===== src/rtl/vfa_pkg.sv =====
package vfa_pkg;
  typedef enum logic [1:0] {
    FK_SCREEN = 2'd0,
    FK_GLYPH  = 2'd1,
    FK_SPTR   = 2'd2,
    FK_SDATA  = 2'd3
  } fetch_kind_e;
endpackage


===== src/rtl/vfa_cfg.sv =====
module vfa_cfg #(
  parameter int OFS_W = 14,
  parameter int SCR_W = 4,
  parameter int CHR_W = 3,
  localparam int ADDR_W = OFS_W + 2
) (
  input  logic              clk,
  input  logic              rst_n,
  input  logic              bank_wr,
  input  logic [1:0]        bank_sel,
  input  logic              base_wr,
  input  logic [SCR_W-1:0]  base_scr,
  input  logic [CHR_W-1:0]  base_chr,
  input  logic              crom_wr,
  input  logic              crom_hi,
  input  logic              cols_wr,
  input  logic              cols_wide,
  output logic [ADDR_W-1:0] bank_base,
  output logic [OFS_W-1:0]  scr_off,
  output logic [OFS_W-1:0]  chr_off,
  output logic              rom_hi,
  output logic              wide
);
  localparam int SCR_SH = OFS_W - SCR_W;
  localparam int CHR_SH = OFS_W - CHR_W;

  always_ff @(posedge clk) begin
    if (!rst_n) begin
      bank_base <= '0;
      scr_off   <= '0;
      chr_off   <= '0;
      rom_hi    <= 1'b0;
      wide      <= 1'b0;
    end else begin
      if (bank_wr) bank_base <= {~bank_sel, {OFS_W{1'b0}}};
      if (base_wr) begin
        scr_off <= {base_scr, {SCR_SH{1'b0}}};
        chr_off <= {base_chr, {CHR_SH{1'b0}}};
      end
      if (crom_wr) rom_hi <= crom_hi;
      if (cols_wr) wide   <= cols_wide;
    end
  end

  p_bank_r2: assert property (@(posedge clk) disable iff (!rst_n)
    bank_wr |=> bank_base[ADDR_W-1:OFS_W] == ~$past(bank_sel));
  p_cfg_hold_r11: assert property (@(posedge clk) disable iff (!rst_n)
    (!bank_wr && !base_wr) |=> ($stable(bank_base) && $stable(scr_off) && $stable(chr_off)));
endmodule


===== src/rtl/vfa_addr.sv =====
module vfa_addr
  import vfa_pkg::*;
#(
  parameter int OFS_W      = 14,
  parameter int COL_W      = 7,
  parameter int ROW_W      = 5,
  parameter int CODE_W     = 8,
  parameter int GROW_W     = 3,
  parameter int SPR_W      = 3,
  parameter int COLS_NARROW = 40,
  parameter int COLS_WIDE   = 80,
  parameter int PTR_NARROW  = 'h3F8,
  parameter int PTR_WIDE    = 'h7F8,
  parameter int ROM_LOW     = 'h9000,
  parameter int ROM_HIGH    = 'hD000,
  localparam int ADDR_W = OFS_W + 2
) (
  input  logic [ADDR_W-1:0] bank_base,
  input  logic [OFS_W-1:0]  scr_off,
  input  logic [OFS_W-1:0]  chr_off,
  input  logic              rom_hi,
  input  logic              wide,
  input  logic [1:0]        kind,
  input  logic [COL_W-1:0]  col,
  input  logic [ROW_W-1:0]  row,
  input  logic [CODE_W-1:0] code,
  input  logic [GROW_W-1:0] grow,
  input  logic [SPR_W-1:0]  spr,
  output logic [ADDR_W-1:0] addr,
  output logic              rom
);
  localparam int SD_SH = 6;

  logic [OFS_W-1:0]  lin, gidx, sptr, sdat;
  logic [ADDR_W-1:0] rom_base;
  logic              use_rom;

  always_comb begin
    lin  = OFS_W'(col) + OFS_W'(row) *
           (wide ? OFS_W'(COLS_WIDE) : OFS_W'(COLS_NARROW));
    gidx = OFS_W'({code, {GROW_W{1'b0}}}) + OFS_W'(grow);
    sptr = scr_off + (wide ? OFS_W'(PTR_WIDE) : OFS_W'(PTR_NARROW)) + OFS_W'(spr);
    sdat = OFS_W'({code, {SD_SH{1'b0}}}) + OFS_W'(col[SD_SH-1:0]);
    use_rom  = (chr_off[OFS_W-1:OFS_W-2] == 2'b01) && !bank_base[OFS_W];
    rom_base = rom_hi ? ADDR_W'(ROM_LOW) : ADDR_W'(ROM_HIGH);
    rom  = 1'b0;
    addr = '0;
    case (fetch_kind_e'(kind))
      FK_SCREEN: addr = bank_base | ADDR_W'(scr_off) | ADDR_W'(lin);
      FK_GLYPH: begin
        if (use_rom) begin
          rom  = 1'b1;
          addr = rom_base + ADDR_W'({chr_off[OFS_W-3], {(OFS_W-3){1'b0}}}) + ADDR_W'(gidx);
        end else begin
          addr = (bank_base | ADDR_W'(chr_off)) + ADDR_W'(gidx);
        end
      end
      FK_SPTR:  addr = bank_base | ADDR_W'(sptr);
      default:  addr = bank_base | ADDR_W'(sdat);
    endcase
  end
endmodule


===== src/rtl/vfa_out.sv =====
module vfa_out #(
  parameter int ADDR_W = 16
) (
  input  logic              clk,
  input  logic              rst_n,
  input  logic              in_valid,
  output logic              in_ready,
  input  logic [ADDR_W-1:0] in_addr,
  input  logic              in_rom,
  output logic              out_valid,
  input  logic              out_ready,
  output logic [ADDR_W-1:0] out_addr,
  output logic              out_rom
);
  assign in_ready = !out_valid || out_ready;

  always_ff @(posedge clk) begin
    if (!rst_n) begin
      out_valid <= 1'b0;
      out_addr  <= '0;
      out_rom   <= 1'b0;
    end else if (in_ready) begin
      out_valid <= in_valid;
      if (in_valid) begin
        out_addr <= in_addr;
        out_rom  <= in_rom;
      end
    end
  end

  p_hold_r10: assert property (@(posedge clk) disable iff (!rst_n)
    (out_valid && !out_ready) |=> (out_valid && $stable(out_addr) && $stable(out_rom)));
  p_accept_r9: assert property (@(posedge clk) disable iff (!rst_n)
    (in_valid && in_ready) |=> out_valid);
  p_drain_r9: assert property (@(posedge clk) disable iff (!rst_n)
    (out_valid && out_ready && !in_valid) |=> !out_valid);
endmodule


===== src/rtl/vfa_top.sv =====
module vfa_top #(
  parameter int OFS_W  = 14,
  parameter int COL_W  = 7,
  parameter int ROW_W  = 5,
  parameter int CODE_W = 8,
  parameter int GROW_W = 3,
  parameter int SPR_W  = 3,
  localparam int ADDR_W = OFS_W + 2
) (
  input  logic              clk,
  input  logic              rst_n,
  input  logic              bank_wr,
  input  logic [1:0]        bank_sel,
  input  logic              base_wr,
  input  logic [3:0]        base_scr,
  input  logic [2:0]        base_chr,
  input  logic              crom_wr,
  input  logic              crom_hi,
  input  logic              cols_wr,
  input  logic              cols_wide,
  input  logic              req_valid,
  output logic              req_ready,
  input  logic [1:0]        req_kind,
  input  logic [COL_W-1:0]  req_col,
  input  logic [ROW_W-1:0]  req_row,
  input  logic [CODE_W-1:0] req_code,
  input  logic [GROW_W-1:0] req_grow,
  input  logic [SPR_W-1:0]  req_spr,
  output logic              rsp_valid,
  input  logic              rsp_ready,
  output logic [ADDR_W-1:0] rsp_addr,
  output logic              rsp_rom
);
  logic [ADDR_W-1:0] bank_base, calc_addr;
  logic [OFS_W-1:0]  scr_off, chr_off;
  logic              rom_hi, wide, calc_rom;

  vfa_cfg #(.OFS_W(OFS_W), .SCR_W(4), .CHR_W(3)) i_cfg (
    .clk, .rst_n, .bank_wr, .bank_sel, .base_wr, .base_scr, .base_chr,
    .crom_wr, .crom_hi, .cols_wr, .cols_wide,
    .bank_base, .scr_off, .chr_off, .rom_hi, .wide
  );

  vfa_addr #(.OFS_W(OFS_W), .COL_W(COL_W), .ROW_W(ROW_W), .CODE_W(CODE_W),
             .GROW_W(GROW_W), .SPR_W(SPR_W)) i_addr (
    .bank_base, .scr_off, .chr_off, .rom_hi, .wide,
    .kind(req_kind), .col(req_col), .row(req_row), .code(req_code),
    .grow(req_grow), .spr(req_spr), .addr(calc_addr), .rom(calc_rom)
  );

  vfa_out #(.ADDR_W(ADDR_W)) i_out (
    .clk, .rst_n, .in_valid(req_valid), .in_ready(req_ready),
    .in_addr(calc_addr), .in_rom(calc_rom),
    .out_valid(rsp_valid), .out_ready(rsp_ready),
    .out_addr(rsp_addr), .out_rom(rsp_rom)
  );

  p_rom_window_r5: assert property (@(posedge clk) disable iff (!rst_n)
    (rsp_valid && rsp_rom) |->
      (rsp_addr[ADDR_W-1:ADDR_W-4] == 4'h9 || rsp_addr[ADDR_W-1:ADDR_W-4] == 4'hD));
endmodule


===== config.mk =====
export PLATFORM = sky130hd
export DESIGN_NAME = vfa_top
export DESIGN_NICKNAME = d
export VERILOG_FILES = /design/src/rtl/vfa_pkg.sv /design/src/rtl/vfa_cfg.sv /design/src/rtl/vfa_addr.sv /design/src/rtl/vfa_out.sv /design/src/rtl/vfa_top.sv
export SDC_FILE = /design/constraint.sdc
export NUM_CORES = 1
export LEC_CHECK = 0
export CORE_ASPECT_RATIO = 0.75
export CORE_MARGIN = 5
export CORE_UTILIZATION = 50
export CTS_BUF_LIST = sky130_fd_sc_hd__clkbuf_16
export DETAILED_ROUTE_END_ITERATION = 8
export PLACE_DENSITY = 0.93
export SETUP_SLACK_MARGIN = 0.1
export SYNTH_ARGS = -nofsm -noshare
export SYNTH_HDL_FRONTEND = slang
export SYNTH_SLANG_ARGS = --single-unit

===== constraint.sdc =====
create_clock -name clk -period 9 [get_ports clk]
set_input_delay 0.9 -clock clk [delete_from_list [all_inputs] [get_ports clk]]
set_output_delay 0.9 -clock clk [all_outputs]
set_load 0.05 [all_outputs]

==> flow_summary.ini <==
[status]
outcome = complete, no violations

[worst_hold_path]
min_to = i_out.out_addr[9]$_SDFFE_PN0P_
hp-class = register to register
min_path_cells = 2
hp-start = i_out.out_addr[9]$_SDFFE_PN0P_

[placement]
dp_hpwl_mm = 4.17
portBuffers = 65
gp_congestion = 0.938

[cts]
ctsHoldBuffers = 0
clock_path_buffers = 2
cts_sinks = 29
cts_resized = 0
post_cts_buffers = 0
root_buffer = clkbuf_16
insertion_delay_ns = 0.27
h-tree-depth = 2
cts_buffers = 5
path_clk_slew_ns = 0.05
cts_tree = yes

[logic_synthesis]
yosysSeqAreaShare = 0.258
yosysUniqueCellTypes = 47
synth_ff_type = dfxtp_1
synth_nets = 327
synthTopCellsByArea = dfxtp_1, ha_1, mux2i_1
avgSynthCellArea_um2 = 9.02
synthTopCellsByCount = dfxtp_1, ha_1, mux2i_1
yosysTopAreaCell = dfxtp_1
synth_edf_count = 0
synth_seq_cells = 29
synth_top_cell_area_share = 0.258
synthCells = 249
yosysMostFrequentCell = dfxtp_1
synthArstFlopShare = 0
ys.warnings.count = 0
syn_area_mm2 = 0.00225

[timing]
fin_worst_skew_ns = 0.00239
slew-limit-headroom = 0.316
worst_pin_slew_ns = 1.02
slew_violations = 0
rsz0062_at_grt = false
setup_viol = 0
max_freq_ghz = 0.243
final.period_utilization = 0.458
hold_viol = 0
fin_crit_ns = 4.12
tns_ns = 0

[final_layout]
drive_gt1_frac = 0.0623
final_util = 0.690
nFillCells = 351
final_nets = 382
diodes = 0
syn_to_final_growth_pct = 35.5

[die]
die_w_um = 87.4
initial_utilization = 0.509
rows = 21
ios = 66
die-area_mm2 = 0.00595
fp.dieH_um = 68.1
core_mm2 = 0.00441

[routing]
drt_wl_total_mm = 5.52
ant_nets = 0
drtPass1Iterations = 4
drc = 0
dr_total_vias = 1968
dr.first_iter.drc_count = 143
viasPerCell = 5.44
wl_per_cell_um = 15.2

[grt]
grt_start_max_net_pins = 32
grt_pass1_vias = 1972
grt_usage = 0.197
overflow = 0
grt_pass1_wl_mm = 9.00
grt_antenna_before_repair = 0

[setup_path]
worst-setup-path-type = input port to register
startpoint_type = input port
cp-end-kind = register
worstReg2RegEnd = i_out.out_addr[9]$_SDFFE_PN0P_
r2r-start = i_cfg.wide$_SDFFE_PN0P_
ff2ff_path_depth = 12
crit_arrival_ns = 4.32
crit_required_ns = 9.20
crit_fanout = 4
ff2ff_setup_slack_ns = 5.23

[power]
ir_drop_uv = 123
p_switching_mw = 0.148
clkPwrFrac = 0.380
seq_power_share = 0.296
p_int_mw = 0.340
p_comb_frac = 0.324
p_per_area_mw_per_mm2 = 161
p_leak_nw = 1.32
swShare = 0.304

[flow_run]
maxCapViolations = 0
[cell families (layout without fill, tap and decap cells)]
kind of cell / count (synthesis) / in the layout / synth area share
simple gates: 68 / 68 / 0.161
compound gates: 56 / 56 / 0.181
buf+inv: 33 / 89 / 0.0690
fa+ha+maj: 31 / 31 / 0.189
flops: 29 / 29 / 0.258
mux: 27 / 27 / 0.126
xor+xnor: 3 / 3 / 0.0117
other cells: 2 / 2 / 0.00334
[layout make-up]
cell class	instances	area, um^2	area share
sequential	29	581	0.191
timing repair buffer	66	658	0.216
clock inverter	3	41.3	0.0136
clock buffer	5	125	0.0411
inverter	15	56.3	0.0185
multi-input combinational	187	1510	0.497
tap	57	71.3	0.0234
[power by group through the flow]
stage / clock network [mW] / logic, mW / registers, mW
floorplan: 0 / 0.0854 / 0.168
global placement: 0 / 0.153 / 0.147
detailed placement: 0 / 0.157 / 0.147
CTS: 0.189 / 0.159 / 0.145
global route: 0.194 / 0.174 / 0.146
finish: 0.186 / 0.158 / 0.145
[worst max-delay path by stage]
stage                           from                         endpoint  slack (ns)  cells after the start
after floorplan           req_row[3]   i_out.out_addr[9]$_SDFFE_PN0P_        5.19                     12
after global placement    req_row[4]   i_out.out_addr[9]$_SDFFE_PN0P_        4.68                     13
after detailed placement  req_row[4]   i_out.out_addr[9]$_SDFFE_PN0P_        4.59                     13
after CTS                 req_row[3]   i_out.out_addr[9]$_SDFFE_PN0P_        4.88                     13
after global routing      req_row[3]  i_out.out_addr[10]$_SDFFE_PN0P_        4.72                     13
final                     req_row[3]   i_out.out_addr[9]$_SDFFE_PN0P_        4.88                     13
[per-stage QoR]
step                      hold slack [ns]  std cells  power, mW  worst slack [ns]  instance area, um^2
final                               0.458        362      0.489              4.88                 3040
after global placement              0.442        354      0.299              4.68                 2880
after global routing                0.475        362      0.515              4.72                 3040
after CTS                           0.461        362      0.493              4.88                 3040
after detailed placement            0.453        354      0.305              4.59                 2880
after floorplan                     0.455        249      0.253              5.19                 2250
[worst max-delay path, cell delays in order]
cell,delay (ns)
clkdlybuf4s50_1,0.42
mux2_2,0.29
ha_1,0.28
inv_1,0.05
fa_1,0.50
fa_1,0.55
inv_1,0.04
ha_1,0.33
nor2b_1,0.16
o31a_1,0.27
a221oi_1,0.30
nand2_1,0.08
a21boi_1,0.15
[cell usage in the layout (no fill, tap or decap), drive strengths merged, types with 4 or more instances in the layout]
cell type | synthesis | routed
dfxtp | 29 | 29
nand2 | 21 | 21
nor3 | 5 | 5
o311ai | 4 | 4
nor2b | 21 | 21
inv | 15 | 15
ha | 26 | 26
a21oi | 9 | 9
a211oi | 9 | 9
nor2 | 8 | 8
mux2 | 5 | 5
clkdlybuf4s50 | 0 | 65
clkbuf | 9 | 5
mux2i | 22 | 22
fa | 5 | 5
a21boi | 8 | 8
o21ai | 11 | 11
[state kept, by name (all words and copies together), names as in the netlist]
name	cells
i_out.out_rom	1
i_cfg.rom_hi	1
i_cfg.scr_off	4
i_cfg.bank_base	2
i_out.out_addr	16
i_cfg.chr_off	3
i_cfg.wide	1
i_out.out_valid	1
[metal layers]
metal,share of wire,up-vias,global-route usage
met5,0,-,0
met3,0.10,9,0.0662
met4,0.022,0,0.0728
met1,0.43,897,0.246
met2,0.45,73,0.316
li1,-,989,-
(Power assumes the default switching activity.)
